### src/rtl/burst_addr_seq.sv
module burst_addr_seq #(
  parameter int ADDR_W = 18,
  parameter int CNT_W  = 2
) (
  input  logic              clk,
  input  logic              rst_n,
  input  logic [ADDR_W-1:0] addr_in,
  input  logic              ce_a_n,
  input  logic              ce_b,
  input  logic              ce_c_n,
  input  logic              strobe_cpu_n,
  input  logic              strobe_ctl_n,
  input  logic              adv_n,
  input  logic              wr_n,
  input  logic              order_sel,
  output logic [ADDR_W-1:0] arr_addr,
  output logic              sel,
  output logic              desel,
  output logic [1:0]        cyc_type,
  output logic              is_write,
  output logic              force_rd
);
  localparam logic [1:0] CY_DESEL = 2'd0;
  localparam logic [1:0] CY_BEGIN = 2'd1;
  localparam logic [1:0] CY_CONT  = 2'd2;
  localparam logic [1:0] CY_SUSP  = 2'd3;

  logic [ADDR_W-1:0] base_q;
  logic [CNT_W-1:0]  cnt_q;
  logic [CNT_W-1:0]  lo_bits;

  wire cpu_go   = !strobe_cpu_n && !ce_a_n;
  wire start    = cpu_go || !strobe_ctl_n;
  wire ena_ok   = !ce_a_n && ce_b && !ce_c_n;

  always_ff @(posedge clk or negedge rst_n) begin
    if (!rst_n) begin
      base_q   <= '0;
      cnt_q    <= '0;
      sel      <= 1'b0;
      cyc_type <= CY_DESEL;
      is_write <= 1'b0;
      force_rd <= 1'b0;
    end else if (start) begin
      if (ena_ok) begin
        base_q   <= addr_in;
        cnt_q    <= '0;
        sel      <= 1'b1;
        cyc_type <= CY_BEGIN;
        force_rd <= cpu_go;
        is_write <= cpu_go ? 1'b0 : !wr_n;
      end else begin
        sel      <= 1'b0;
        cyc_type <= CY_DESEL;
        force_rd <= 1'b0;
        is_write <= 1'b0;
      end
    end else if (sel) begin
      force_rd <= 1'b0;
      is_write <= !wr_n;
      if (!adv_n) begin
        cnt_q    <= cnt_q + 1'b1;
        cyc_type <= CY_CONT;
      end else begin
        cyc_type <= CY_SUSP;
      end
    end else begin
      cyc_type <= CY_DESEL;
      force_rd <= 1'b0;
      is_write <= 1'b0;
    end
  end

  assign lo_bits  = order_sel ? (base_q[CNT_W-1:0] ^ cnt_q)
                              : (base_q[CNT_W-1:0] + cnt_q);
  assign arr_addr = {base_q[ADDR_W-1:CNT_W], lo_bits};
  assign desel    = !sel;
endmodule


### config.mk
export PLATFORM = sky130hd
export DESIGN_NAME = burst_addr_seq
export DESIGN_NICKNAME = d
export VERILOG_FILES = /design/src/rtl/burst_addr_seq.sv
export SDC_FILE = /design/constraint.sdc
export NUM_CORES = 1
export LEC_CHECK = 0
export BUFFER_PORTS_ARGS = -buffer_cell sky130_fd_sc_hd__buf_2
export CAP_MARGIN = 20
export CORE_ASPECT_RATIO = 1.1
export CORE_MARGIN = 2
export CORE_UTILIZATION = 46
export DETAILED_ROUTE_END_ITERATION = 8
export PLACE_DENSITY_LB_ADDON = 0.25
export SYNTH_ARGS = -nofsm -noshare
export SYNTH_HDL_FRONTEND = slang
export SYNTH_SLANG_ARGS = --single-unit
### constraint.sdc
create_clock -name clk -period 1.18 [get_ports clk]
set_input_delay 0.236 -clock clk [delete_from_list [all_inputs] [get_ports clk]]
set_output_delay 0.236 -clock clk [all_outputs]
set_load 0.01 [all_outputs]
Word-level counts from Yosys, hierarchy flattened. Cells that the tools add are included.

Register bits after elaboration: 25. Output and inout bits: 24.

Add/subtract/negate cells: 2. Equality and inequality tests: 2. Mux-type cells: 16. Bitwise logic cells: 1. Reduce and logical (&&, ||, !) cells: 13.

Operator list (count): 2-bit two-way mux (7); 1-bit two-way mux (9); 1-bit zero test (6); 2-bit by 1-bit inequality test with 1-bit output, second input constant (2); 1-bit logical AND (3); 3-bit AND reduction (1); 2-bit by 1-bit adder with 2-bit output, second input constant (1); 2-bit adder (1); 2-bit AND reduction (1); 2-bit nonzero test (1); 2-bit XOR (1); 1-bit logical OR (1).

Depth between registers and ports, before layout. Gate-level depths: netlist of the first run.

Word-level depth: 5. Gate-level depth with buffers: 5. Depth with buffers taken out: 3.

Worst setup path before layout of the first run. Ideal clock, no wire load.

Path kind: input port to flip-flop. From: input port strobe_cpu_n. To: register base_q[11]. Data arrival time: 1.282 ns. Data required time: 1.055 ns. Path slack: -0.227 ns. Cell stages on the path: 5. Buffers on the path: 2. Path through: and2_1 or3_1 buf_6 buf_12 mux2_4.

Longest elaborated chain between the ends: 4.

Ends and longest elaborated chain: start, declared (RTL line 11) `input logic strobe_cpu_n,`; 1-bit zero test (RTL line 32) `wire cpu_go = !strobe_cpu_n && !ce_a_n;`; 1-bit logical AND (RTL line 32); 1-bit logical OR (RTL line 33) `wire start = cpu_go || !strobe_ctl_n;`; 2-bit AND reduction (no line); end signal, assigned (RTL line 46) `base_q <= addr_in;`; end, declared (RTL line 28) `logic [ADDR_W-1:0] base_q;`.

No other way between the ends. A chain may end at the register's enable or synchronous reset.

Worst setup path in the final report of the first run.
From: register cnt_q[0]. To: output port arr_addr[1].

Longest elaborated chain between the ends: 2.

Ends and longest elaborated chain: start, declared (RTL line 29) `logic [CNT_W-1:0] cnt_q;`; start signal, assigned (RTL line 62) `cnt_q <= cnt_q + 1'b1;`; 2-bit adder (RTL line 75) `: (base_q[CNT_W-1:0] + cnt_q);`; 2-bit two-way mux (RTL line 74) `assign lo_bits = order_sel ? (base_q[CNT_W-1:0] ^ cnt_q)`; end, declared (RTL line 16) `output logic [ADDR_W-1:0] arr_addr,`.

No other way between the ends.

==> out/qor.csv, run 1 <==
metric;value;unit
power;2.40;mW
yosysTopAreaCellShare;0.512;
cp-end-kind;output pin;
seq_area_frac_synth;0.512;
worstRegToRegCells;4;
port_buffers;51;
dieHeight;58.1;microns
path_max_fanout;2;
dp.cells;161;
syn_nets;118;
instances_no_fill;168;
nets;167;
layout-drive-gt1-share;0.664;
fin_skew;0.869;ps
avgSynthCellArea;13.7;sq um
leakagePower;0.836;nW
worstMarginPinSlew;516;ps
vias;794;
critPathKind;reg2out;
multi_input_area;462;sq um
reg2reg_setup_slack;0;ps
dpl.hpwl;1.69;mm
maxCapViolCount;0;
ir_drop;1.14;mV
r2r_end;cnt_q[1];
synthSimpleGateAreaFrac;0.0614;
r2r-start;cnt_q[0];
antenna_found_initial;0;
ff_latch_area;626;sq um
startpoint_type;register;
ys_top_cells_by_area;dfrtp_1 (51%), mux2_4 (20%), buf_4 (9.8%);
numCtsBuffers;3;
floorplan.initialDensity;0.485;
place_area;0.00142;sq mm
grt_pass1_wl;3.28;mm
cp.arrival;1310;ps
powerDensity;1560;mW/mm^2
synth_fa_ha_area_frac;0.0102;
hold_ws;114;ps
use_met2;0.239;
drt_drc_violations_left;0;
clock-sinks;25;
overflow;0;
synth-xor-area-share;0.0143;
synth_top_family_by_area;multiplexers;
startpoint;cnt_q[0];
track_usage;0.146;
hold_violations;0;
yosys.area.top_type;dfrtp_1;
syn_inst;89;
drt_wl_total;2.16;mm
cts_tree;done;
synth.distinct_cells;24;
setup_viol;4;
io_pins;52;
cts-root-buf;clkbuf_4;
setup_tns;-553;ps
fillCellCount;223;
area_growth;25.9;%
max_freq;648;MHz
rows;19;
hp-class;in2reg;
final.setup.worst_slack;-362;ps
crit_path_end;arr_addr[1];
core;0.00252;sq mm
clkLatencyLatePin;310;ps
die_w;53.2;microns
synth-compound-area-share;0.0450;
viasPerCell;4.73;
status;complete, but fails checks;
crit_required;940;ps
grt_max_degree;26;
final_antenna_net_count;0;
drt-pass1-iter-count;4;
cts_max_path_buffers;2;
violations;negative setup slack;
cts.clk_slew.worst_paths;140;ps
met3_usage;0.0232;
cts_max_level;1;
min_period_over_period;1.31;
busiest_layer;met2;
maxSlewViolCount;0;
grt_pass1_vias;708;
layout_min_cycle_time;1540;ps
ys_ff_latch;25;
slew_headroom;0.656;
dieArea;0.00309;sq mm
ys_warn_count;0;
grt_util_met1;0.195;
rsz0062_at_grt;true;
hold_start;wr_n;
synthesis.area;0.00122;sq mm
muxShareOfSynthArea;0.215;
gp_congestion;0.705;
fin_area;0.00154;sq mm
antenna_cells;0;
wl_per_cell;12.9;microns
drt_iter0_drc;2;
per-layer routing:
| layer | routed length [microns] | share of wire |
|---|---|---|
| met4 | 21 | 0.0097 |
| met3 | 154 | 0.071 |
| met2 | 1070 | 0.50 |
| met5 | 0 | 0 |
| met1 | 911 | 0.42 |
Yosys cell counts:
| library cell | count |
|---|---|
| a32o_1 | 1 |
| and2_1 | 1 |
| buf_12 | 1 |
| buf_4 | 16 |
| buf_6 | 2 |
| dfrtp_1 | 25 |
| ha_1 | 1 |
| inv_1 | 3 |
| mux2_2 | 2 |
| mux2_4 | 16 |
| nand2_1 | 2 |
| nand2b_1 | 3 |
| nand3_1 | 2 |
| nor2b_1 | 1 |
| nor3_1 | 1 |
| o211ai_1 | 1 |
| o21a_1 | 1 |
| o21ai_0 | 3 |
| o22ai_1 | 1 |
| o311ai_0 | 1 |
| or2b_1 | 1 |
| or3_1 | 1 |
| or4_1 | 1 |
| xnor2_1 | 2 |
kinds of logic (layout without fill, tap and decap cells):
family,Yosys count,in the layout
flip-flops,25,25
buffers and inverters,22,70
multiplexers,18,18
AND/OR/NAND/NOR,13,13
AO/OA/AOI/OAI,8,8
XOR/XNOR,2,2
adder cells (fa/ha/maj),1,1
metrics by stage:
step | util | worst slack (ps)
3_3_place_gp | 0.565 | -316
2_1_floorplan | - | -219
5_1_grt | 0.611 | -418
6_report | 0.611 | -362
3_5_place_dp | 0.565 | -356
4_1_cts | 0.593 | -380
registers in the layout, summed over array words and instances, names as in the netlist:
signal / cells
is_write: 1
cnt_q: 2
cyc_type: 2
base_q: 18
force_rd: 1
sel: 1
cell usage in the layout (no fill, tap or decap), types with 3 or more instances in the layout:
cell,count
buf_2,49
dfrtp_1,25
mux2_4,16
buf_4,8
buf_6,5
o21ai_0,3
clkbuf_4,3
timing repair:
item | 4_1_cts | 5_1_grt
pin swaps | 2 | 1
endpoints found under the hold margin | 25 | 0
endpoints found under the setup margin | 7 | 4
buffers inserted | 1 | 1
hold buffers | 1 | 0
resized for setup | 6 | 7
power by group:
part	total, mW	leakage (nW)	switching [mW]	internal, mW
combinational	0.874	0.516	0.343	0.531
clock	0.380	0.0139	0.250	0.129
sequential	1.15	0.306	0.124	1.03
total	2.40	0.836	0.717	1.69
layout make-up:
class / count / area share
Timing Repair Buffer: 63 / 0.241
Clock inverter: 1 / 0.00488
Inverter: 3 / 0.00732
Clock buffer: 3 / 0.0146
Sequential cell: 25 / 0.407
Tap cell: 31 / 0.0252
Multi-Input combinational cell: 42 / 0.300
worst max-delay path: stages, from the launching register on:
cell and delay [ps]:
dfrtp_1 450, ha_4 170, nor2b_4 110, xnor2_1 120
buf_2 150
how the worst min path moves through the flow:
stage	end	slack [ps]	cells past startpoint
after floorplan	base_q[0]	-60	0
after global placement	base_q[13]	250	1
after detailed placement	base_q[13]	240	1
after CTS	is_write	110	2
after global routing	is_write	110	2
final	is_write	110	2
Power figures use the tool's default switching activity.
==> run 2, diff against run 1 <==
--- a/config.mk
+++ b/config.mk
@@ -11,7 +11,7 @@
 export CORE_MARGIN = 2
 export CORE_UTILIZATION = 46
 export DETAILED_ROUTE_END_ITERATION = 8
-export PLACE_DENSITY_LB_ADDON = 0.25
+export PLACE_DENSITY = 0.8
 export SYNTH_ARGS = -nofsm -noshare
 export SYNTH_HDL_FRONTEND = slang
 export SYNTH_SLANG_ARGS = --single-unit
==> out/qor.csv, run 2 (synthesized netlist as in run 1, its figures left out) <==
metric;value;unit
status;complete, but fails checks;
violations;negative setup slack;
min_period_over_period;1.30;
grt_max_degree;26;
nets;163;
cts_max_level;1;
vias;783;
final_antenna_net_count;0;
cts.clk_slew.worst_paths;140;ps
dp.cells;159;
cp.arrival;1290;ps
layout_min_cycle_time;1530;ps
dpl.hpwl;1.57;mm
slowest_stage;dfrtp_1;
hold_violations;0;
area_growth;21.5;%
grt_pass1_wl;3.42;mm
final.setup.worst_slack;-348;ps
cts_max_path_buffers;2;
drt_wl_total;2.11;mm
startpoint_type;register;
viasPerCell;4.77;
critPathMaxStageDelay;430;ps
max_freq;654;MHz
cp-end-kind;output pin;
cts-root-buf;clkbuf_4;
clkLatencyLatePin;310;ps
numCtsBuffers;3;
wl_met3;195;microns
gp_congestion;0.693;
antenna_found_initial;0;
io_pins;52;
worstMarginPinSlew;531;ps
die_w;53.2;microns
power;2.32;mW
port_buffers;51;
layout_commonest_cell;buf_2;
drt_drc_violations_left;0;
rsz0062_at_grt;true;
leakagePower;0.810;nW
dp_slack;-328;ps
mostFrequentLayoutCells;buf_2 (50), dfrtp_1 (25), mux2_4 (16);
cts_tree;done;
grt_pass1_vias;797;
overflow;0;
drt-pass1-iter-count;2;
wl_met2;993;microns
maxCapViolCount;0;
wl_per_cell;12.9;microns
track_usage;0.151;
rows;19;
hp-class;in2reg;
maxSlewViolCount;0;
critPathKind;reg2out;
wl_met1;900;microns
antenna_cells;0;
dieHeight;58.1;microns
slew_headroom;0.646;
ir_drop;1.11;mV
crit_chain;ha_2 > nor2b_4 > xnor2_1 > buf_2;
worstRegToRegCells;4;
reg_top3;base_q (18), cnt_q (2), cyc_type (2);
fin_skew;17.1;ps
setup_viol;5;
dieArea;0.00309;sq mm
crit_required;940;ps
path_max_fanout;2;
core;0.00252;sq mm
clock-sinks;25;
drt_iter0_drc;5;
largest_reg_flops;18;
fin_util;0.589;
instances_no_fill;164;
layout-drive-gt1-share;0.632;
dr.max_layer_used;met4;
powerDensity;1570;mW/mm^2
floorplan.initialDensity;0.485;
top_register;base_q;
hold_path_depth;2;
setup_tns;-673;ps
==> run 2: cell count changes in the layout (fill, tap and decap cells not counted), sizes merged <==
cell / before / now
buf: 62 / 58
==> run 2: what timing repair did <==
item / CTS / global route
resized for setup: 5 / 0
pin swaps: 4 / 1
hold endpoints to repair: 25 / 0
hold buffers: 1 / 0
endpoints found under the setup margin: 4 / 5
buffers inserted: 1 / 0
==> run 2: final timing paths <==
check / endpoint / start / slack, ps
setup / recovery: arr_addr[1] / base_q[0] / -350
hold / removal: is_write / wr_n / 120
setup reg to reg: cnt_q[1] / cnt_q[0] / -80
hold reg to reg: base_q[4] / base_q[4] / 520
max in group asynchronous: base_q[16] / rst_n / 390
min in group asynchronous: base_q[14] / rst_n / 410
==> run 2: critical path, delay by kind of cell, from the launching register on <==
family                     cells  cell delay [ps]
buffers and inverters          1              140
DFF                            1              430
and+or+nand+nor                1              120
adders and majority gates      1              170
xor gates and xnor gates       1              120
==> run 2: routing by layer <==
layer / track usage / vias up
met1: 0.195 / 367
li1: - / 377
met3: 0.0335 / 2
met4: 0.0549 / 0
met5: 0 / -
met2: 0.248 / 37
==> run 2: layout make-up <==
type                       instances  area [sq um]
timing repair buffer              59           337
clock buffer                       3          22.5
fill                             217          1030
clock inverter                     1          7.51
inverter                           3          11.3
multi-input combinational         42           443
tap                               31          38.8
sequential                        25           626
==> run 2: through the flow <==
stage	cell area, sq um	hold WS [ps]
6_report	1490	116
2_1_floorplan	1220	-59.6
4_1_cts	1490	108
3_3_place_gp	1420	239
3_5_place_dp	1420	255
5_1_grt	1490	85.9
==> run 2: report_power, final <==
group | internal, mW | total, mW | switching, mW
logic | 0.485 | 0.814 | 0.329
clock network | 0.129 | 0.377 | 0.248
registers | 1.03 | 1.13 | 0.106
